File: config.mk
export PLATFORM = sky130hd
export DESIGN_NAME = aperture_xlat
export DESIGN_NICKNAME = d
export VERILOG_FILES = /design/src/rtl/aperture_pkg.sv /design/src/rtl/aperture_map_reg.sv /design/src/rtl/aperture_xlat_core.sv /design/src/rtl/aperture_xlat.sv
export SDC_FILE = /design/constraint.sdc
export NUM_CORES = 1
export LEC_CHECK = 0
export ABC_AREA = 1
export BUFFER_PORTS_ARGS = -buffer_cell sky130_fd_sc_hd__buf_2
export CAP_MARGIN = 20
export CORE_MARGIN = 5
export CORE_UTILIZATION = 45
export CTS_CLUSTER_DIAMETER = 100
export CTS_CLUSTER_SIZE = 28
export DETAILED_ROUTE_END_ITERATION = 16
export PLACE_DENSITY_LB_ADDON = 0.25
export SLEW_MARGIN = 20
export SYNTH_ARGS = -nofsm -noshare
export SYNTH_HDL_FRONTEND = slang
export SYNTH_SLANG_ARGS = --single-unit
File: constraint.sdc
create_clock -name clk -period 3.1 [get_ports clk]
set_input_delay 0 -clock clk [delete_from_list [all_inputs] [get_ports clk]]
set_output_delay 0 -clock clk [all_outputs]
set_load 0.1 [all_outputs]
File: src/rtl/aperture_pkg.sv
package aperture_pkg;
  // Map register field positions; the size code position is decoded by software.
  localparam int EN_BIT     = 0;
  localparam int REGEN_BIT  = 1;
  localparam int CODE_LSB   = 4;
  localparam int CODE_W     = 4;
  localparam int OFFS_FLOOR = 8;  // lowest bit the window offset may occupy

  typedef logic [CODE_W-1:0] size_code_t;
endpackage

File: src/rtl/aperture_map_reg.sv
module aperture_map_reg
  import aperture_pkg::*;
#(
  parameter int REG_W     = 32,
  parameter int UNIT_LOG2 = 20,
  parameter int MEM_LOG2  = 6,
  parameter int MAX_CODE  = 10,
  localparam int MEM_AW   = UNIT_LOG2 + MEM_LOG2
) (
  input  logic              clk,
  input  logic              rst,
  input  logic              we,
  input  logic [REG_W-1:0]  wdata,
  output logic [REG_W-1:0]  rdata,
  output logic              en,
  output size_code_t        code,
  output logic [MEM_AW-1:0] base
);
  localparam size_code_t MEM_CODE = size_code_t'(MEM_LOG2);
  localparam size_code_t TOP_CODE = size_code_t'(MAX_CODE);

  logic [REG_W-1:0]  map_q;
  logic [REG_W-1:0]  map_d;
  size_code_t        wr_code;
  size_code_t        code_eff;
  logic              code_ok;
  logic [MEM_AW-1:0] offs_keep;

  assign wr_code  = wdata[CODE_LSB +: CODE_W];
  assign code_ok  = (wr_code <= TOP_CODE);
  assign code_eff = (wr_code > MEM_CODE) ? MEM_CODE : wr_code;

  // Offset bits at or above the clamped window size survive the write.
  for (genvar i = 0; i < MEM_AW; i++) begin : g_keep
    assign offs_keep[i] = (32'(i) >= 32'(UNIT_LOG2) + 32'(code_eff));
  end

  always_comb begin
    map_d = '0;
    map_d[MEM_AW-1:UNIT_LOG2] = wdata[MEM_AW-1:UNIT_LOG2] & offs_keep[MEM_AW-1:UNIT_LOG2];
    map_d[CODE_LSB +: CODE_W] = code_eff;
    map_d[REGEN_BIT]          = wdata[REGEN_BIT];
    map_d[EN_BIT]             = wdata[EN_BIT];
  end

  always_ff @(posedge clk) begin
    if (rst) begin
      map_q <= '0;
    end else if (we && code_ok) begin
      map_q <= map_d;
    end
  end

  assign rdata = map_q;
  assign en    = map_q[EN_BIT];
  assign code  = map_q[CODE_LSB +: CODE_W];
  assign base  = {map_q[MEM_AW-1:UNIT_LOG2], {UNIT_LOG2{1'b0}}};

  // an illegal size code leaves the register alone
  a_r2_reject_keeps: assert property (@(posedge clk) disable iff (rst)
    (we && (wdata[CODE_LSB +: CODE_W] > TOP_CODE)) |=> $stable(rdata));

  // the stored code never exceeds the memory size
  a_r3_code_clamped: assert property (@(posedge clk) disable iff (rst)
    rdata[CODE_LSB +: CODE_W] <= MEM_CODE);

  // the stored offset is aligned to the window size
  a_r4_offs_aligned: assert property (@(posedge clk) disable iff (rst)
    (((MEM_AW+1)'(base)) & ((((MEM_AW+1)'(1)) << (UNIT_LOG2 + int'(code))) - 1)) == '0);
endmodule

File: src/rtl/aperture_xlat_core.sv
module aperture_xlat_core
  import aperture_pkg::*;
#(
  parameter int UNIT_LOG2 = 20,
  parameter int MEM_LOG2  = 6,
  localparam int MEM_AW   = UNIT_LOG2 + MEM_LOG2,
  localparam int SPAN_W   = MEM_LOG2 + 1,
  localparam int EXT_W    = MEM_AW + 2
) (
  input  logic              clk,
  input  logic              rst,
  input  logic              en,
  input  size_code_t        code,
  input  logic [MEM_AW-1:0] base,
  input  logic              req_valid,
  input  logic [MEM_AW-1:0] req_addr,
  input  logic [MEM_AW-1:0] req_len_m1,
  output logic              xl_valid,
  output logic              xl_oob,
  output logic [MEM_AW-1:0] xl_addr,
  output logic [SPAN_W-1:0] xl_span
);
  logic [5:0]        ap_sh;
  logic [MEM_AW-1:0] low_mask;
  logic [MEM_AW-1:0] low;
  logic              outside;
  logic [EXT_W-1:0]  last_byte;
  logic              beyond;
  logic [EXT_W-1:0]  rel_end;
  logic [EXT_W-1:0]  span_full;

  assign ap_sh = 6'(UNIT_LOG2) + 6'(code);

  for (genvar i = 0; i < MEM_AW; i++) begin : g_mask
    assign low_mask[i] = (6'(i) < ap_sh);
  end

  assign low       = req_addr & low_mask;
  assign outside   = |(req_addr & ~low_mask);
  assign last_byte = EXT_W'(base) + EXT_W'(low) + EXT_W'(req_len_m1);
  assign beyond    = |last_byte[EXT_W-1:MEM_AW];
  assign rel_end   = EXT_W'(low) + EXT_W'(req_len_m1);
  assign span_full = rel_end >> ap_sh;

  always_ff @(posedge clk) begin
    if (rst) begin
      xl_valid <= 1'b0;
      xl_oob   <= 1'b0;
      xl_addr  <= '0;
      xl_span  <= '0;
    end else begin
      xl_valid <= 1'b0;
      xl_oob   <= 1'b0;
      xl_addr  <= '0;
      xl_span  <= '0;
      if (req_valid && en) begin
        if (outside || beyond) begin
          xl_oob <= 1'b1;
        end else begin
          xl_valid <= 1'b1;
          xl_addr  <= base | low;
          xl_span  <= span_full[SPAN_W-1:0];
        end
      end
    end
  end

  // accepted and refused are exclusive
  a_r10_exclusive: assert property (@(posedge clk) disable iff (rst)
    !(xl_valid && xl_oob));

  // address and span are quiet when nothing was accepted
  a_r10_quiet: assert property (@(posedge clk) disable iff (rst)
    !xl_valid |-> (xl_addr == '0 && xl_span == '0));

  // disabled map register produces no result
  a_r6_disabled: assert property (@(posedge clk) disable iff (rst)
    !$past(en) |-> (!xl_valid && !xl_oob));

  // no request, no result
  a_r1_idle: assert property (@(posedge clk) disable iff (rst)
    !$past(req_valid) |-> (!xl_valid && !xl_oob));

  // a translated address lies inside the window that was mapped
  a_r5_in_window: assert property (@(posedge clk) disable iff (rst)
    xl_valid |-> (((xl_addr ^ $past(base)) >> (UNIT_LOG2 + int'($past(code)))) == '0));
endmodule

File: src/rtl/aperture_xlat.sv
module aperture_xlat
  import aperture_pkg::*;
#(
  parameter int REG_W     = 32,
  parameter int UNIT_LOG2 = 20,
  parameter int MEM_LOG2  = 6,
  parameter int MAX_CODE  = 10,
  localparam int MEM_AW   = UNIT_LOG2 + MEM_LOG2,
  localparam int SPAN_W   = MEM_LOG2 + 1
) (
  input  logic              clk,
  input  logic              rst,
  input  logic              cfg_we,
  input  logic [REG_W-1:0]  cfg_wdata,
  output logic [REG_W-1:0]  cfg_rdata,
  input  logic              req_valid,
  input  logic [MEM_AW-1:0] req_addr,
  input  logic [MEM_AW-1:0] req_len_m1,
  output logic              xl_valid,
  output logic              xl_oob,
  output logic [MEM_AW-1:0] xl_addr,
  output logic [SPAN_W-1:0] xl_span
);
  // The offset field must sit above the flag and code bits.
  logic              map_en;
  size_code_t        map_code;
  logic [MEM_AW-1:0] map_base;

  aperture_map_reg #(
    .REG_W(REG_W), .UNIT_LOG2(UNIT_LOG2), .MEM_LOG2(MEM_LOG2), .MAX_CODE(MAX_CODE)
  ) i_map (
    .clk(clk), .rst(rst), .we(cfg_we), .wdata(cfg_wdata), .rdata(cfg_rdata),
    .en(map_en), .code(map_code), .base(map_base)
  );

  aperture_xlat_core #(
    .UNIT_LOG2(UNIT_LOG2), .MEM_LOG2(MEM_LOG2)
  ) i_core (
    .clk(clk), .rst(rst), .en(map_en), .code(map_code), .base(map_base),
    .req_valid(req_valid), .req_addr(req_addr), .req_len_m1(req_len_m1),
    .xl_valid(xl_valid), .xl_oob(xl_oob), .xl_addr(xl_addr), .xl_span(xl_span)
  );

  initial begin
    if (UNIT_LOG2 < OFFS_FLOOR || MEM_AW > REG_W || MAX_CODE >= (1 << CODE_W))
      $display("aperture_xlat: parameter set out of range");
  end
endmodule

# After elaboration in Yosys (flattened, before gate mapping)
# Cells that the tools add are included.
[op_classes]
magnitude_cmp = 34
shifts = 1
bitwise_logic = 6
n_addsub = 5
n_mux = 3
n_reduce_logical = 7
[ops]
columns = ["op", "count"]
rows = [
  [">= comparator 5 x 32 -> 1 bit (first input constant)", 6],
  ["less-than comparator 5 x 6 -> 1 bit (first input constant)", 10],
  ["adder 26 x 26 -> 27 bit", 2],
  ["bitwise AND 26 bit", 2],
  ["less-than comparator 4 x 6 -> 1 bit (first input constant)", 8],
  ["adder 28 x 26 -> 28 bit", 1],
  [">> shifter 28 x 6 -> 7 bit", 1],
  ["inverter 26 bit", 1],
  ["bitwise OR 26 bit", 1],
  ["OR reduction 26 bit", 1],
  ["less-than comparator 3 x 6 -> 1 bit (first input constant)", 4],
  ["adder 5 x 4 -> 6 bit (first input constant)", 2],
  ["less-than comparator 1 x 6 -> 1 bit (first input constant)", 2],
  ["less-than comparator 2 x 6 -> 1 bit (first input constant)", 2],
  ["bitwise AND 6 bit", 1],
  ["> comparator 4 x 3 -> 1 bit (second input constant)", 1],
  ["less-or-equal comparator 4 bit (second input constant)", 1],
  ["two-way mux 4 bit", 1],
  ["OR reduction 2 bit", 2],
  ["OR reduction 3 bit", 1],
  ["logical AND 1 bit", 2],
  ["two-way mux 1 bit", 2],
  ["logical OR 1 bit", 1],
  ["inverter 1 bit", 1],
]
[totals]
input_bits = 88
elab_cells = 61
reg_bits = 47
output_inout_bits = 67

# Depth between registers and ports, before layout
# Gate-level depths: netlist of the first run.
[logic_depth]
ltp_word = 8
ltp_mapped = 26
depth_no_buf = 25

# By module
# A second synthesis of the first run with hierarchy kept.
[hier_totals]
hier_cells = 781
area_unflattened_um2 = 5161.2
[modules_own_cells]
columns = ["mod", "seq_area_each_um2", "cells_each", "area_per_inst_um2", "n_inst"]
rows = [
  ["aperture_xlat_core", 700.7, 642, 4096.4, 1],
  ["aperture_map_reg", 240.2, 139, 1064.8, 1],
]

# Worst setup path after synthesis of the first run
# OpenSTA, ideal clock, no wires.
[synth_path]
path_type = "reg-to-reg"
from = "register i_map.map_q[4] (netlist: i_map.rdata[4])"
to = "register i_core.xl_span[3]"
path_buffers = 0
required_ps = 3034
path_stages_with_launch = 25
setup_ps = 66
t_arrival_ps = 3992
synth_period_minus_slack_ps = 4058
setup_slack_ps = -958
path_cell_list = "dfxtp_1 -> inv_2 -> o21ai_0 -> inv_1 -> nor2_1 -> inv_1 -> ha_1 -> inv_1 -> a21oi_1 -> or2_2 -> a21oi_1 -> nor2_1 -> nor2_1 -> xnor2_1 -> ha_1 -> nand2_1 -> nor2_1 -> nand2_1 -> o211ai_1 -> nand3b_1 -> nor2_4 -> nand3_2 -> clkinv_1 -> nand2_2 -> a21oi_2"
[synth_between]
elab_chain_len = 8
word_cells_on_any_way = 38
classes_between = "add/sub: 4; order compare: 26; shift: 1; bitwise: 3; reduce/logical: 4"
[synth_lines]
columns = ["element", "line_no", "text"]
rows = [
  ["from (decl)", "aperture_map_reg.sv:22", "logic [REG_W-1:0] map_q;"],
  ["from (signal assigned)", "aperture_map_reg.sv:50", "map_q <= map_d;"],
  ["adder 5 x 4 -> 6 bit (*)", "aperture_xlat_core.sv:32", "assign ap_sh = 6'(UNIT_LOG2) + 6'(code);"],
  ["less-than comparator 1 x 6 -> 1 bit, or another cell as far along", "aperture_xlat_core.sv:35", "assign low_mask[i] = (6'(i) < ap_sh);"],
  ["bitwise AND 26 bit", "aperture_xlat_core.sv:38", "assign low = req_addr & low_mask;"],
  ["adder 26 x 26 -> 27 bit", "aperture_xlat_core.sv:40", "assign last_byte = EXT_W'(base) + EXT_W'(low) + EXT_W'(req_len_m1);"],
  ["adder 28 x 26 -> 28 bit", "aperture_xlat_core.sv:40", ""],
  ["OR reduction 2 bit", "aperture_xlat_core.sv:41", "assign beyond = |last_byte[EXT_W-1:MEM_AW];"],
  ["logical OR 1 bit", "aperture_xlat_core.sv:57", "if (outside || beyond) begin"],
  ["OR reduction 3 bit (no line)", "--", ""],
  ["to (signal assigned)", "aperture_xlat_core.sv:62", "xl_span <= span_full[SPAN_W-1:0];"],
  ["to (decl)", "aperture_xlat_core.sv:21", "output logic [SPAN_W-1:0] xl_span"],
]
# Every way passes the cells marked *; elsewhere a longest branch is shown, timed or not.
# A chain may end at the register's enable or synchronous reset.

# Final worst setup path of the first run
[layout_path]
from = "register i_map.map_q[7] (netlist: i_map.rdata[7])"
to = "register i_core.xl_addr[4]"
[layout_between]
elab_chain_len = 8
word_cells_on_any_way = 37
classes_between = "add/sub: 3; order compare: 26; bitwise: 4; reduce/logical: 4"
[layout_lines]
columns = ["element", "line_no", "text"]
rows = [
  ["adder 5 x 4 -> 6 bit (*)", "aperture_xlat_core.sv:32", ""],
  ["less-than comparator 1 x 6 -> 1 bit, or another cell as far along", "aperture_xlat_core.sv:35", ""],
  ["bitwise AND 26 bit", "aperture_xlat_core.sv:38", ""],
  ["adder 26 x 26 -> 27 bit", "aperture_xlat_core.sv:40", ""],
  ["adder 28 x 26 -> 28 bit", "aperture_xlat_core.sv:40", ""],
  ["OR reduction 2 bit", "aperture_xlat_core.sv:41", ""],
  ["logical OR 1 bit", "aperture_xlat_core.sv:57", ""],
  ["OR reduction 3 bit (no line)", "--", ""],
  ["to (signal assigned)", "aperture_xlat_core.sv:61", "xl_addr <= base | low;"],
  ["to (decl)", "aperture_xlat_core.sv:20", "output logic [MEM_AW-1:0] xl_addr,"],
]
# Marks and branches as above.

==> results of run 1 <==
==> per-stage QoR <==
stage / utilization, % / area [um^2] / total power, mW
after global routing: 60.4 / 5220 / 1.89
after detailed placement: 55.5 / 4790 / 1.37
after CTS: 59.3 / 5120 / 1.76
after global placement: 55.5 / 4790 / 1.36
final: 60.4 / 5220 / 1.77
after floorplan: - / 4100 / 1.21
==> layer usage <==
metal	wire, um	track usage, %	up-vias
li1	-	-	2173
met3	639	4.04	14
met1	4900	24.9	1860
met4	143	3.89	0
met5	0	0	-
met2	5080	33.9	127
==> tightest hold or removal path, stage by stage <==
cell,delay [ps]
sky130_fd_sc_hd__buf_2,80
sky130_fd_sc_hd__a21oi_1,50
sky130_fd_sc_hd__a211oi_1,150
==> synth_stat cells, types with 3 or more instances <==
cell type	instances
sky130_fd_sc_hd__inv_1	104
sky130_fd_sc_hd__nor2_2	22
sky130_fd_sc_hd__nand3_1	43
sky130_fd_sc_hd__nand4_1	4
sky130_fd_sc_hd__nand2_1	123
sky130_fd_sc_hd__nand2_4	4
sky130_fd_sc_hd__nand2_2	5
sky130_fd_sc_hd__dfxtp_1	47
sky130_fd_sc_hd__clkbuf_1	6
sky130_fd_sc_hd__nor2_1	60
sky130_fd_sc_hd__nand3_2	7
sky130_fd_sc_hd__a21oi_1	40
sky130_fd_sc_hd__o21ai_0	21
sky130_fd_sc_hd__nor3_1	5
sky130_fd_sc_hd__ha_1	47
sky130_fd_sc_hd__xor2_1	3
sky130_fd_sc_hd__a21oi_2	5
sky130_fd_sc_hd__a211oi_1	6
sky130_fd_sc_hd__buf_4	22
==> where the power goes <==
| group | switching [mW] | internal (mW) | leakage (nW) |
|---|---|---|---|
| Sequential | 0.0107 | 0.615 | 0.384 |
| Clock | 0.211 | 0.155 | 0.0403 |
| Combinational | 0.530 | 0.253 | 2.49 |
| Total | 0.752 | 1.02 | 2.92 |
==> cell type report <==
type,instances,area [um^2],share of cell area (%)
multi-input cells,438,2580,49.5
well taps,108,135,2.59
inverters,108,420,8.06
clock buffers,6,72.6,1.39
repair buffers,164,1040,20.0
clock inverters,2,7.51,0.144
flip-flops and latches,47,956,18.3
==> flip-flops by register name, indices dropped and copies added, names as in the netlist <==
name             count
i_core.xl_oob        1
i_core.xl_span       7
i_core.xl_valid      1
i_core.xl_addr      26
i_map.rdata         12
==> logic make-up (layout without fill, tap and decap cells) <==
logic type / after synthesis / after routing
other cells: 2 / 25
buf+inv: 138 / 280
fa+ha+maj: 47 / 47
simple gates: 281 / 281
compound gates: 81 / 81
flops: 47 / 47
xor+xnor: 4 / 4
==> how the worst max path moves through the flow <==
stage	slack, ps	endpoint
after floorplan	-180	i_core.xl_span[4]
after global placement	80	i_core.xl_span[2]
after detailed placement	-30	i_core.xl_span[5]
after CTS	0.5	i_core.xl_span[5]
after global routing	-240	i_core.xl_span[5]
final	0.07	i_core.xl_addr[4]
==> repair_timing <==
action | in CTS | in global routing
gates resized for setup | 0 | 22
setup buffers | 1 | 3
hold buffers | 24 | 0
hold endpoints to repair | 23 | 0
pin swaps | 2 | 8
endpoints found under the setup margin | 25 | 35
==> out/metrics.sh, run 1 <==
FILLCELLCOUNT=829
YOSYS.CELL_TYPES.COUNT=36
CLOCK_INSERTION_DELAY_AT_THE_LATER_PIN_OF_THE_SKEW_REPORT_PS=300
ROUTED_VIA_DENSITY=4.78
WORSTHOLDENDPOINT='i_map.rdata[25]'
SYNTH-EDFF-COUNT=0
CORE-AREA_UM2=8640
START_KIND='flop'
SYNTH_SEQUENTIAL_AREA_RATIO_PCT=23.8
FINISH.CELL_COUNT_WITHOUT_FILLERS=873
CRITICAL_PATH.MOST_COMMON_CELL='sky130_fd_sc_hd__nor2_4'
HOLD_PATH.CLASS='in -> reg'
SYN2LAYOUT_AREA_GROWTH_PCT=31.9
TIMING.HOLD.WS_PS=22.5
GRT_START_MAX_NET_PINS=19
START_UTIL_PCT=45.8
HOLD_VIOL_FINAL=0
TIMING.CRITICAL_PATH.MAX_DELAY_FAMILY='simple AND/OR/NAND/NOR gates'
DRT_PRE_ANTENNA_ITERS=5
SYN-INSTANCE-COUNT=600
WIRE_LENGTH_OF_THE_FIRST_GLOBAL_ROUTING_PASS_MM=18.1
CRIT_PATH_CELL_TRACE='nor2_4 > o21ai_4 > inv_2 > nor2_4 > inv_2 > ha_4 > inv_4 > a21oi_2 > or2_4 > a21oi_2 > nor2_1 > nor2_1 > xnor2_1 > ha_1 > nand2_2 > nor2_2 > nand2_1 > o211ai_1 > nand3b_1 > nor2_4 > nand2_4 > buf_12 > nor2_2'
YS_TOP_CELLS_BY_AREA='sky130_fd_sc_hd__dfxtp_1 24%, sky130_fd_sc_hd__ha_1 15%, sky130_fd_sc_hd__nand2_1 12%'
LAYOUT-DRIVE-GT1-SHARE_PCT=29.8
COUNT_OF_INPUT_AND_OUTPUT_BUFFERS=114
DIE_W_UM=104
DIE_HEIGHT_UM=104
GRT_SETUP_UNREPAIRED='yes'
YOSYS-MUX-AREA-FRACTION_PCT=0
ROUTED_WIRELENGTH_MM=10.8
CLOCK-SINKS=47
SYNTHARSTFLOPSHARE_PCT=0
DRT.ANTENNA.VIOLATING_NETS=0
GRT_ANTENNA_BEFORE_REPAIR=0
FIN_TNS_SETUP_PS=0
POSTSYNTH.TOPFLOPCELL='sky130_fd_sc_hd__dfxtp_1'
ANTENNA-DIODE-COUNT=0
WORSTREG2REGEND='i_core.xl_addr[4]'
COMMONEST_CELLS_AFTER_ROUTING_FILL_AND_TAPS_ASIDE='122 x sky130_fd_sc_hd__nand2_1, 114 x sky130_fd_sc_hd__buf_2, 100 x sky130_fd_sc_hd__inv_1'
HTREE_LEVELS=2
CRITICAL_PATH.MAX_STAGE_DELAY_PS=350
CTS-BUFFERS-INSERTED=5
FINISH.NET_COUNT=899
CRITICAL_PATH_CLASS='reg -> reg'
CRITICAL_PATH.ENDPOINT_TYPE='flop'
SYNTH-ADDER-AREA-SHARE_PCT=14.9
VDD.IR_DROP.WORST_V=0.000229
YS.WARNINGS.COUNT=0
GPL.FINAL_WEIGHTED_CONGESTION=0.906
TIMING.CRITICAL_PATH.FANOUT_MAX=18
CLOCK_TREE.BUFFER_DEPTH=2
FIN_SKEW_PS=3.59
HOLDPATHSTAGES=3
TRITONCTS='yes'
TIGHTEST_SLEW_PS=554
SYNTH-SEQ-CELLS=47
GRT_OVERFLOW_TOTAL=0
RR_WORST_DEPTH=23
PLACE.DETAILED.HPWL_MM=8.77
SHARE_OF_THE_SYNTHESIZED_AREA_IN_THE_TOP_CELL_TYPE_PCT=23.8
CRITICAL_PATH_ORIGIN='i_map.rdata[7]'
SYNTH-COMPOUND-AREA-SHARE_PCT=11.6
CRITICAL_PATH_DEPTH=23
CLOCK_PIN_TRANSITION_ON_THE_WORST_SETUP_AND_HOLD_TIMING_PATHS_PS=90
SYNTH_TOP_CELL_BY_AREA='sky130_fd_sc_hd__dfxtp_1'
FIRST_GLOBAL_VIAS=4020
MAX-CAP-VIOLATIONS=0
POST_SYNTH_INSTANCE_AREA_UM2=3960
DRC_ERRORS=0
DATA_ARRIVAL_CRITICAL_PATH_PS=3340
POST-PLACE-CELLS=837
MIN-DELAY-START='cfg_wdata[25]'
DIE-AREA_UM2=10800
AVGROUTEDWIREPERCELL_UM=12.3
GR-USAGE-ALL-LAYERS_PCT=19.5
CTS_ROOT_BUF='sky130_fd_sc_hd__clkbuf_8'
SYN_AREA_PER_CELL_UM2=6.59
MAIN_COMBINATIONAL_CELL_FAMILY_BY_AREA_AFTER_SYNTHESIS='simple AND/OR/NAND/NOR gates'
IOPINCOUNT=155
POWER.LEAKAGE_nW=2.92
CRITPATHREQUIREDTIME_PS=3340
TIMING.FINAL.WS_SETUP_PS=0.0653
TIMING.FINAL.CRIT_PERIOD_PS=3100
POST_PLACE_WORST_SLACK_PS=-27.1
SYNTHXORXNORAREAFRAC_PCT=0.886
SYNTHSIMPLEGATEAREAFRAC_PCT=32.9
SLEW_HEADROOM_PCT=63.0
STATUS='complete, no violations'
FINAL-SETUP-VIOL-COUNT=0
PERIOD_SHARE_PCT=100
LAYOUT.CELLS.MOST_COMMON='sky130_fd_sc_hd__nand2_1'
TIMING.CRITICAL_PATH.SLOWEST_STAGE_CELL='sky130_fd_sc_hd__dfxtp_2'
SLEW_VIOL_FINAL=0
REG2REG_SETUP_SLACK_PS=0.07
DRT_FIRST_ITER_VIOLATIONS=210
NUM_VIAS=4174
WP_BUF_INV=4
POWER.DENSITY_CELL_AREA_nW_PER_UM2=340
CORE.ROWCOUNT=34
MAX_FREQ_MHz=323
CRIT-REG2REG-LAUNCH='i_map.rdata[7]'
Power figures use the tool's default switching activity.
==> run 2, diff against run 1 <==
--- a/config.mk
+++ b/config.mk
@@ -13,8 +13,7 @@
 export CTS_CLUSTER_DIAMETER = 100
 export CTS_CLUSTER_SIZE = 28
 export DETAILED_ROUTE_END_ITERATION = 16
-export PLACE_DENSITY_LB_ADDON = 0.25
-export SLEW_MARGIN = 20
+export PLACE_DENSITY = 0.81
 export SYNTH_ARGS = -nofsm -noshare
 export SYNTH_HDL_FRONTEND = slang
 export SYNTH_SLANG_ARGS = --single-unit
==> run 2 against run 1 <==
Critical endpoint is now i_core.xl_addr[3]. Sequential share of layout area down 0.15 points. Largest cell class unchanged. Critical path type unchanged. First-iteration DRC count down 36%. Hold slack better by 7.6 ps. The run now ends with setup timing left. Cell count up 0.34%.
==> out/metrics.sh, run 2 (synthesized netlist as in run 1, its figures left out) <==
COMMONEST_CELLS_AFTER_ROUTING_FILL_AND_TAPS_ASIDE='122 x sky130_fd_sc_hd__nand2_1, 114 x sky130_fd_sc_hd__buf_2, 100 x sky130_fd_sc_hd__inv_1'
CRITICAL_PATH.ENDPOINT_TYPE='flop'
CORE-AREA_UM2=8640  # unchanged
COUNT_OF_INPUT_AND_OUTPUT_BUFFERS=114  # unchanged
CRITPATHREQUIREDTIME_PS=3340  # about the same
DIE_HEIGHT_UM=104  # unchanged
CLOCK-SINKS=47  # unchanged
MAX-CAP-VIOLATIONS=0  # unchanged
WIRE_LENGTH_OF_THE_FIRST_GLOBAL_ROUTING_PASS_MM=18.8  # +3.9%
ANTENNA-DIODE-COUNT=0  # unchanged
GPL.FINAL_WEIGHTED_CONGESTION=0.933  # +2.9%
LAYOUT-DRIVE-GT1-SHARE_PCT=30.2  # +0.40 points
PLACE.DETAILED.HPWL_MM=8.75  # -0.25%
TRITONCTS='yes'
SYN2LAYOUT_AREA_GROWTH_PCT=33.0
GRT_START_MAX_NET_PINS=19  # unchanged
LARGEST_REGISTER_FF_COUNT=26  # unchanged
FINISH.NET_COUNT=902  # +0.33%
GRT_SETUP_UNREPAIRED='yes'
PERIOD_SHARE_PCT=101  # +0.84 points
VDD.IR_DROP.WORST_V=0.000219  # -4.1%
FIRST_GLOBAL_VIAS=4360  # +8.5%
DIE-AREA_UM2=10800  # unchanged
IOPINCOUNT=155  # unchanged
CRITICAL_PATH_CLASS='reg -> reg'
DATA_ARRIVAL_CRITICAL_PATH_PS=3360  # +20 ps
POSTLAYOUTCOREUTIL_PCT=60.9  # +0.51 points
DRC_ERRORS=0  # unchanged
HOLD_PATH.CLASS='in -> reg'
CORE.ROWCOUNT=34  # unchanged
AVGROUTEDWIREPERCELL_UM=12.5  # +1.6%
START_KIND='flop'
DRT_PRE_ANTENNA_ITERS=4  # -1
MAX_FREQ_MHz=320  # -0.83%
REGISTERS_WITH_THE_MOST_FLIP_FLOPS='i_core.xl_addr (26), i_map.rdata (12), i_core.xl_span (7)'
DRT.ANTENNA.VIOLATING_NETS=0  # unchanged
PLACE_AREA_UM2=4810  # +0.37%
STATUS='finished, violations left'
DIE_W_UM=104  # unchanged
LAYOUT.CELL_AREA.NON_FILLER_UM2=5260  # +0.84%
LAYOUT.CELLS.MOST_COMMON='sky130_fd_sc_hd__nand2_1'
FIN_TOTAL_PWR_mW=1.86  # +5.0%
DRT_FIRST_ITER_VIOLATIONS=134  # -36%
TIMING.FINAL.CRIT_PERIOD_PS=3130  # +26.0 ps
POWER.LEAKAGE_nW=2.94  # +0.93%
GRT_ANTENNA_BEFORE_REPAIR=0  # unchanged
TIMING.FINAL.WS_SETUP_PS=-25.9  # -26.0 ps
HOLD_VIOL_FINAL=0  # unchanged
CLOCK_TREE.BUFFER_DEPTH=2  # unchanged
FINAL-SETUP-VIOL-COUNT=24  # +24
POWER.DENSITY_CELL_AREA_nW_PER_UM2=354  # +4.1%
START_UTIL_PCT=45.8  # unchanged
GR-USAGE-ALL-LAYERS_PCT=20.2  # +0.66 points
TIMING.CRITICAL_PATH.FANOUT_MAX=17  # -1
HTREE_LEVELS=2  # unchanged
CLOCK_PIN_TRANSITION_ON_THE_WORST_SETUP_AND_HOLD_TIMING_PATHS_PS=90  # about the same
SLEW_VIOL_FINAL=0  # unchanged
ROUTED_VIA_DENSITY=4.80  # +0.37%
ROUTED_WIRELENGTH_MM=11.0  # +1.9%
LARGEST-REGISTER='i_core.xl_addr'
TIGHTEST_SLEW_PS=538  # -15.8 ps
FILLCELLCOUNT=786  # -5.2%
SLEW_HEADROOM_PCT=64.0  # +1.1 points
FIN_SKEW_PS=2.67  # -0.923 ps
NUM_VIAS=4204  # +0.72%
CLOCK_INSERTION_DELAY_AT_THE_LATER_PIN_OF_THE_SKEW_REPORT_PS=300  # about the same
CTS_ROOT_BUF='sky130_fd_sc_hd__clkbuf_8'
GRT_OVERFLOW_TOTAL=0  # unchanged
FAILED_CHECKS='setup timing'
CTS-BUFFERS-INSERTED=5  # unchanged
TIMING.HOLD.WS_PS=30.1  # +7.65 ps
-- run 2: cell types whose count changed in the layout (fill, tap and decap cells not counted), sizes merged --
cell | previous run | this run
buf | 140 | 143
bufinv | 0 | 1
clkbuf | 6 | 5
-- run 2: worst max-delay path: stages (launching register included) --
cell and delay (ps):
sky130_fd_sc_hd__dfxtp_4 400, sky130_fd_sc_hd__inv_8 40, sky130_fd_sc_hd__o21ai_4 130, sky130_fd_sc_hd__inv_2 60, sky130_fd_sc_hd__nor2_4 100, sky130_fd_sc_hd__inv_2 50
sky130_fd_sc_hd__ha_4 220, sky130_fd_sc_hd__inv_4 50, sky130_fd_sc_hd__a21oi_2 30, sky130_fd_sc_hd__or2_4 230, sky130_fd_sc_hd__a21oi_2 110, sky130_fd_sc_hd__nor2_1 50
sky130_fd_sc_hd__nor2_1 100, sky130_fd_sc_hd__xnor2_1 140, sky130_fd_sc_hd__ha_1 290, sky130_fd_sc_hd__nand2_2 100, sky130_fd_sc_hd__buf_4 100, sky130_fd_sc_hd__o211ai_1 70
sky130_fd_sc_hd__nand3b_1 240, sky130_fd_sc_hd__nor2_4 190, sky130_fd_sc_hd__nand2_4 90, sky130_fd_sc_hd__buf_12 170, sky130_fd_sc_hd__nor2_2 90
-- run 2: area by class of cell --
type                            count  area (um^2)  area share, %
Clock buffer                        5         68.8           1.31
Sequential cell                    47          956           18.2
Timing Repair Buffer              167         1060           20.1
Tap cell                          108          135           2.57
Inverter                          108          420           7.99
Clock inverter                      3         38.8          0.737
Multi-Input combinational cell    438         2590           49.1
-- run 2: routing by layer --
metal	track usage, %	up-vias	wire length (um)
met5	0	-	0
met2	37.2	151	5440
li1	-	2176	-
met1	23.7	1859	4660
met4	5.00	0	157
met3	3.92	18	698
-- run 2: power breakdown --
group | switching (mW) | internal (mW)
Clock | 0.214 | 0.237
Sequential | 0.0116 | 0.615
Combinational | 0.533 | 0.253
Total | 0.758 | 1.10
-- run 2: path summary, 6_finish.rpt --
check,start,slack [ps],depth (start not counted),endpoint
setup reg to reg,i_map.rdata[5],-30,22,i_core.xl_addr[3]
setup / recovery,i_map.rdata[5],-30,22,i_core.xl_addr[3]
hold reg to reg,i_map.rdata[1],490,2,i_map.rdata[1]
hold / removal,cfg_wdata[25],30,3,i_map.rdata[25]
-- run 2: through the flow --
| step | setup TNS (ps) | std cells | setup WS [ps] |
|---|---|---|---|
| 2_1_floorplan | -4870 | 623 | -181 |
| 5_1_grt | -6990 | 876 | -242 |
| 4_1_cts | 0 | 874 | 19.3 |
| 6_report | -188 | 876 | -25.9 |
| 3_3_place_gp | 0 | 841 | 31.9 |
| 3_5_place_dp | -1010 | 841 | -53.5 |
-- run 2: what timing repair did --
action / in CTS / in global routing
setup buffers: 1 / 2
pin swaps: 7 / 1
hold buffers: 24 / 0
endpoints found under the setup margin: 33 / 35
hold endpoints to repair: 30 / 0
gates resized for setup: 8 / 15
gates cloned: 0 / 0
==> run 3, diff against run 2 <==
--- a/config.mk
+++ b/config.mk
@@ -9,11 +9,11 @@
 export BUFFER_PORTS_ARGS = -buffer_cell sky130_fd_sc_hd__buf_2
 export CAP_MARGIN = 20
 export CORE_MARGIN = 5
-export CORE_UTILIZATION = 45
+export CORE_UTILIZATION = 26
 export CTS_CLUSTER_DIAMETER = 100
 export CTS_CLUSTER_SIZE = 28
 export DETAILED_ROUTE_END_ITERATION = 16
-export PLACE_DENSITY = 0.81
+export PLACE_DENSITY = 0.53
 export SYNTH_ARGS = -nofsm -noshare
 export SYNTH_HDL_FRONTEND = slang
 export SYNTH_SLANG_ARGS = --single-unit
==> run 3 against run 2 <==
The run now ends clean. First-iteration DRC count fell by 5.2%. Sequential share of layout area fell by 0.44 points. Die area rose by 65%. Clock power rose by 57%. Core utilization fell by 25 points. Critical path depth rose by 2. Via count fell by 5.2%. Critical path type unchanged. Critical endpoint is now i_core.xl_span[3]. Largest power group unchanged. Highest routed layer is now met5.
==> out/metrics.sh, run 3 (synthesized netlist as in run 1, its figures left out) <==
MIN-DELAY-START='cfg_wdata[22]'
COMMONEST_CELLS_AFTER_ROUTING_FILL_AND_TAPS_ASIDE='122 x sky130_fd_sc_hd__nand2_1, 114 x sky130_fd_sc_hd__buf_2, 101 x sky130_fd_sc_hd__inv_1'
HOLD_PATH.CLASS='in -> reg'
MAX-CAP-VIOLATIONS=0  # unchanged
MAX_FREQ_MHz=327  # +2.3%
DIE_HEIGHT_UM=133  # +29%
DIE_W_UM=133  # +29%
TIMING.HOLD.WS_PS=30.1  # -0.0544 ps
PLACE.DETAILED.HPWL_MM=9.56  # +9.3%
CTS_ROOT_BUF='sky130_fd_sc_hd__clkbuf_16'
HOLDPATHSTAGES=3  # unchanged
POWER.LEAKAGE_nW=2.97  # +1.1%
CRITICAL_PATH.ENDPOINT_TYPE='flop'
TIMING.CRITICAL_PATH.SLOWEST_STAGE_CELL='sky130_fd_sc_hd__dfxtp_4'
SYN2LAYOUT_AREA_GROWTH_PCT=36.3
LAYOUT-DRIVE-GT1-SHARE_PCT=29.1  # -1.1 points
START_UTIL_PCT=26.2  # -20 points
POST-PLACE-CELLS=922  # +9.6%
PLACE_AREA_UM2=4920  # +2.2%
TIGHTEST_SLEW_PS=549  # +10.8 ps
START_KIND='flop'
DRT_FIRST_ITER_VIOLATIONS=127  # -5.2%
TIMING.CRITICAL_PATH.FANOUT_MAX=4  # -13
FIRST_GLOBAL_VIAS=3954  # -9.3%
CRITPATHREQUIREDTIME_PS=3330  # about the same
CRITICAL_PATH_CLASS='reg -> reg'
REG2REG_SETUP_SLACK_PS=40  # +70 ps
WORSTREG2REGEND='i_core.xl_span[3]'
GRT_START_MAX_NET_PINS=19  # unchanged
WORSTHOLDENDPOINT='i_map.rdata[22]'
AVGROUTEDWIREPERCELL_UM=11.7  # -6.8%
GRT_OVERFLOW_TOTAL=0  # unchanged
CLOCK-SINKS=47  # unchanged
GRT_ANTENNA_BEFORE_REPAIR=1  # +1
SLEW_HEADROOM_PCT=63.3  # -0.72 points
CRIT-REG2REG-LAUNCH='i_map.rdata[4]'
CRITICAL_PATH.MOST_COMMON_CELL='sky130_fd_sc_hd__a21oi_2'
CORE-AREA_UM2=15100  # +75%
POWER.DENSITY_CELL_AREA_nW_PER_UM2=389  # +9.8%
DRT.ANTENNA.VIOLATING_NETS=0  # unchanged
DRC_ERRORS=0  # unchanged
TIMING.FINAL.CRIT_PERIOD_PS=3060  # -69.1 ps
NUM_VIAS=3986  # -5.2%
CLOCK_TREE.BUFFER_DEPTH=2  # unchanged
ROUTED_WIRELENGTH_MM=11.1  # +1.6%
WIRE_LENGTH_OF_THE_FIRST_GLOBAL_ROUTING_PASS_MM=18.6  # -0.99%
LARGEST_REGISTER_FF_COUNT=26  # unchanged
HOLD_VIOL_FINAL=0  # unchanged
CLOCK_PIN_TRANSITION_ON_THE_WORST_SETUP_AND_HOLD_TIMING_PATHS_PS=70  # -20 ps
COUNT_OF_INPUT_AND_OUTPUT_BUFFERS=114  # unchanged
SLEW_VIOL_FINAL=0  # unchanged
FINAL-SETUP-VIOL-COUNT=0  # -100%
LAYOUT.CELL_AREA.NON_FILLER_UM2=5390  # +2.5%
VDD.IR_DROP.WORST_V=0.000208  # -5.2%
DATA_ARRIVAL_CRITICAL_PATH_PS=3290  # -70 ps
FIN_SKEW_PS=5.36  # +2.70 ps
TRITONCTS='yes'
DIE-AREA_UM2=17800  # +65%
CORE.ROWCOUNT=45  # +32%
CRITICAL_PATH.MAX_STAGE_DELAY_PS=360  # -40 ps
IOPINCOUNT=155  # unchanged
DRT_PRE_ANTENNA_ITERS=4  # unchanged
PERIOD_SHARE_PCT=98.6  # -2.2 points
GRT_SETUP_UNREPAIRED='yes'
STATUS='complete, no violations'
ANTENNA-DIODE-COUNT=0  # unchanged
LARGEST-REGISTER='i_core.xl_addr'
CLOCK_INSERTION_DELAY_AT_THE_LATER_PIN_OF_THE_SKEW_REPORT_PS=300  # about the same
FINISH.CELL_COUNT_WITHOUT_FILLERS=955  # +9.0%
FINISH.NET_COUNT=901  # -0.11%
CTS-BUFFERS-INSERTED=5  # unchanged
GPL.FINAL_WEIGHTED_CONGESTION=0.837  # -10%
GR-USAGE-ALL-LAYERS_PCT=12.9  # -7.3 points
RR_WORST_DEPTH=24  # +9.1%
HTREE_LEVELS=2  # unchanged
ROUTED_VIA_DENSITY=4.17  # -13%
CRIT_PATH_CELL_TRACE='inv_2 > o21ai_2 > inv_1 > nor2_2 > inv_2 > ha_4 > inv_4 > a21oi_2 > or2_4 > a21oi_2 > nor2_1 > nor2_1 > xnor2_1 > ha_1 > nand2_2 > nor2_2 > nand2_1 > o211ai_1 > nand3b_1 > nor2_4 > nand3_4 > clkinv_2 > nand2_4 > a21oi_2'
LAYOUT.CELLS.MOST_COMMON='sky130_fd_sc_hd__nand2_1'
REGISTERS_WITH_THE_MOST_FLIP_FLOPS='i_core.xl_addr (26), i_map.rdata (12), i_core.xl_span (7)'
## run 3: changes by cell type in the layout (fill, tap and decap cells not counted), moves of 2 or more
cell / previous run / this run
sky130_fd_sc_hd__nor2_1: 50 / 56
sky130_fd_sc_hd__nor2_2: 29 / 26
sky130_fd_sc_hd__clkbuf_8: 5 / 0
sky130_fd_sc_hd__inv_4: 3 / 1
sky130_fd_sc_hd__clkbuf_16: 0 / 5
sky130_fd_sc_hd__nor2_4: 5 / 2
## run 3: layer usage
metal  vias up  wire length, um  track usage (%)
met1      1711             5020             15.8
met5         -               13                0
met3         7              729             3.63
met2        88             5260             22.2
met4         2              123             3.26
li1       2178                -                -
## run 3: power breakdown
group	internal (mW)	leakage, nW	switching [mW]
sequential	0.615	0.384	0.00975
clock	0.462	0.0900	0.245
combinational	0.245	2.50	0.521
total	1.32	2.97	0.775
## run 3: area by class of cell
type	instances	area, um^2
well taps	188	235
flip-flops and latches	47	956
clock inverters	3	67.6
clock buffers	5	125
repair buffers	166	1050
inverters	108	417
multi-input cells	438	2540
fillers	1663	9700
## run 3: per-stage QoR
stage / utilization (%) / power (mW) / setup WS, ps / setup TNS (ps)
floorplan: - / 1.21 / -181 / -4870
global placement: 32.6 / 1.38 / 55.5 / 0
detailed placement: 32.6 / 1.38 / -34.8 / -62.8
CTS: 35.6 / 2.12 / 5.83 / 0
global route: 35.7 / 2.24 / -213 / -5680
finish: 35.7 / 2.10 / 43.1 / 0
## run 3: how the worst max path moves through the flow
| stage | from | cells past startpoint | endpoint | slack (ps) |
|---|---|---|---|---|
| 2_1_floorplan | i_map.rdata[5] | 25 | i_core.xl_span[4] | -180 |
| 3_3_place_gp | i_map.rdata[4] | 24 | i_core.xl_span[3] | 60 |
| 3_5_place_dp | i_map.rdata[4] | 24 | i_core.xl_span[3] | -30 |
| 4_1_cts | i_map.rdata[4] | 24 | i_core.xl_span[3] | 6 |
| 5_1_grt | i_map.rdata[4] | 21 | i_core.xl_addr[0] | -210 |
| 6_report | i_map.rdata[4] | 24 | i_core.xl_span[3] | 40 |
## run 3: what timing repair did
action,4_1_cts,5_1_grt
endpoints found under the hold margin,27,0
cloned,0,0
hold buffers,24,0
resized for setup,2,6
buffers inserted,1,0
pin swaps,6,0
endpoints found under the setup margin,32,35
## run 3: worst max-delay path, delay by kind of cell (launching register included)
kind / cells / cell delay (ps)
xor+xnor: 1 / 140
simple gates: 11 / 1240
flops: 1 / 360
fa+ha+maj: 2 / 490
compound gates: 5 / 460
buf+inv: 5 / 290
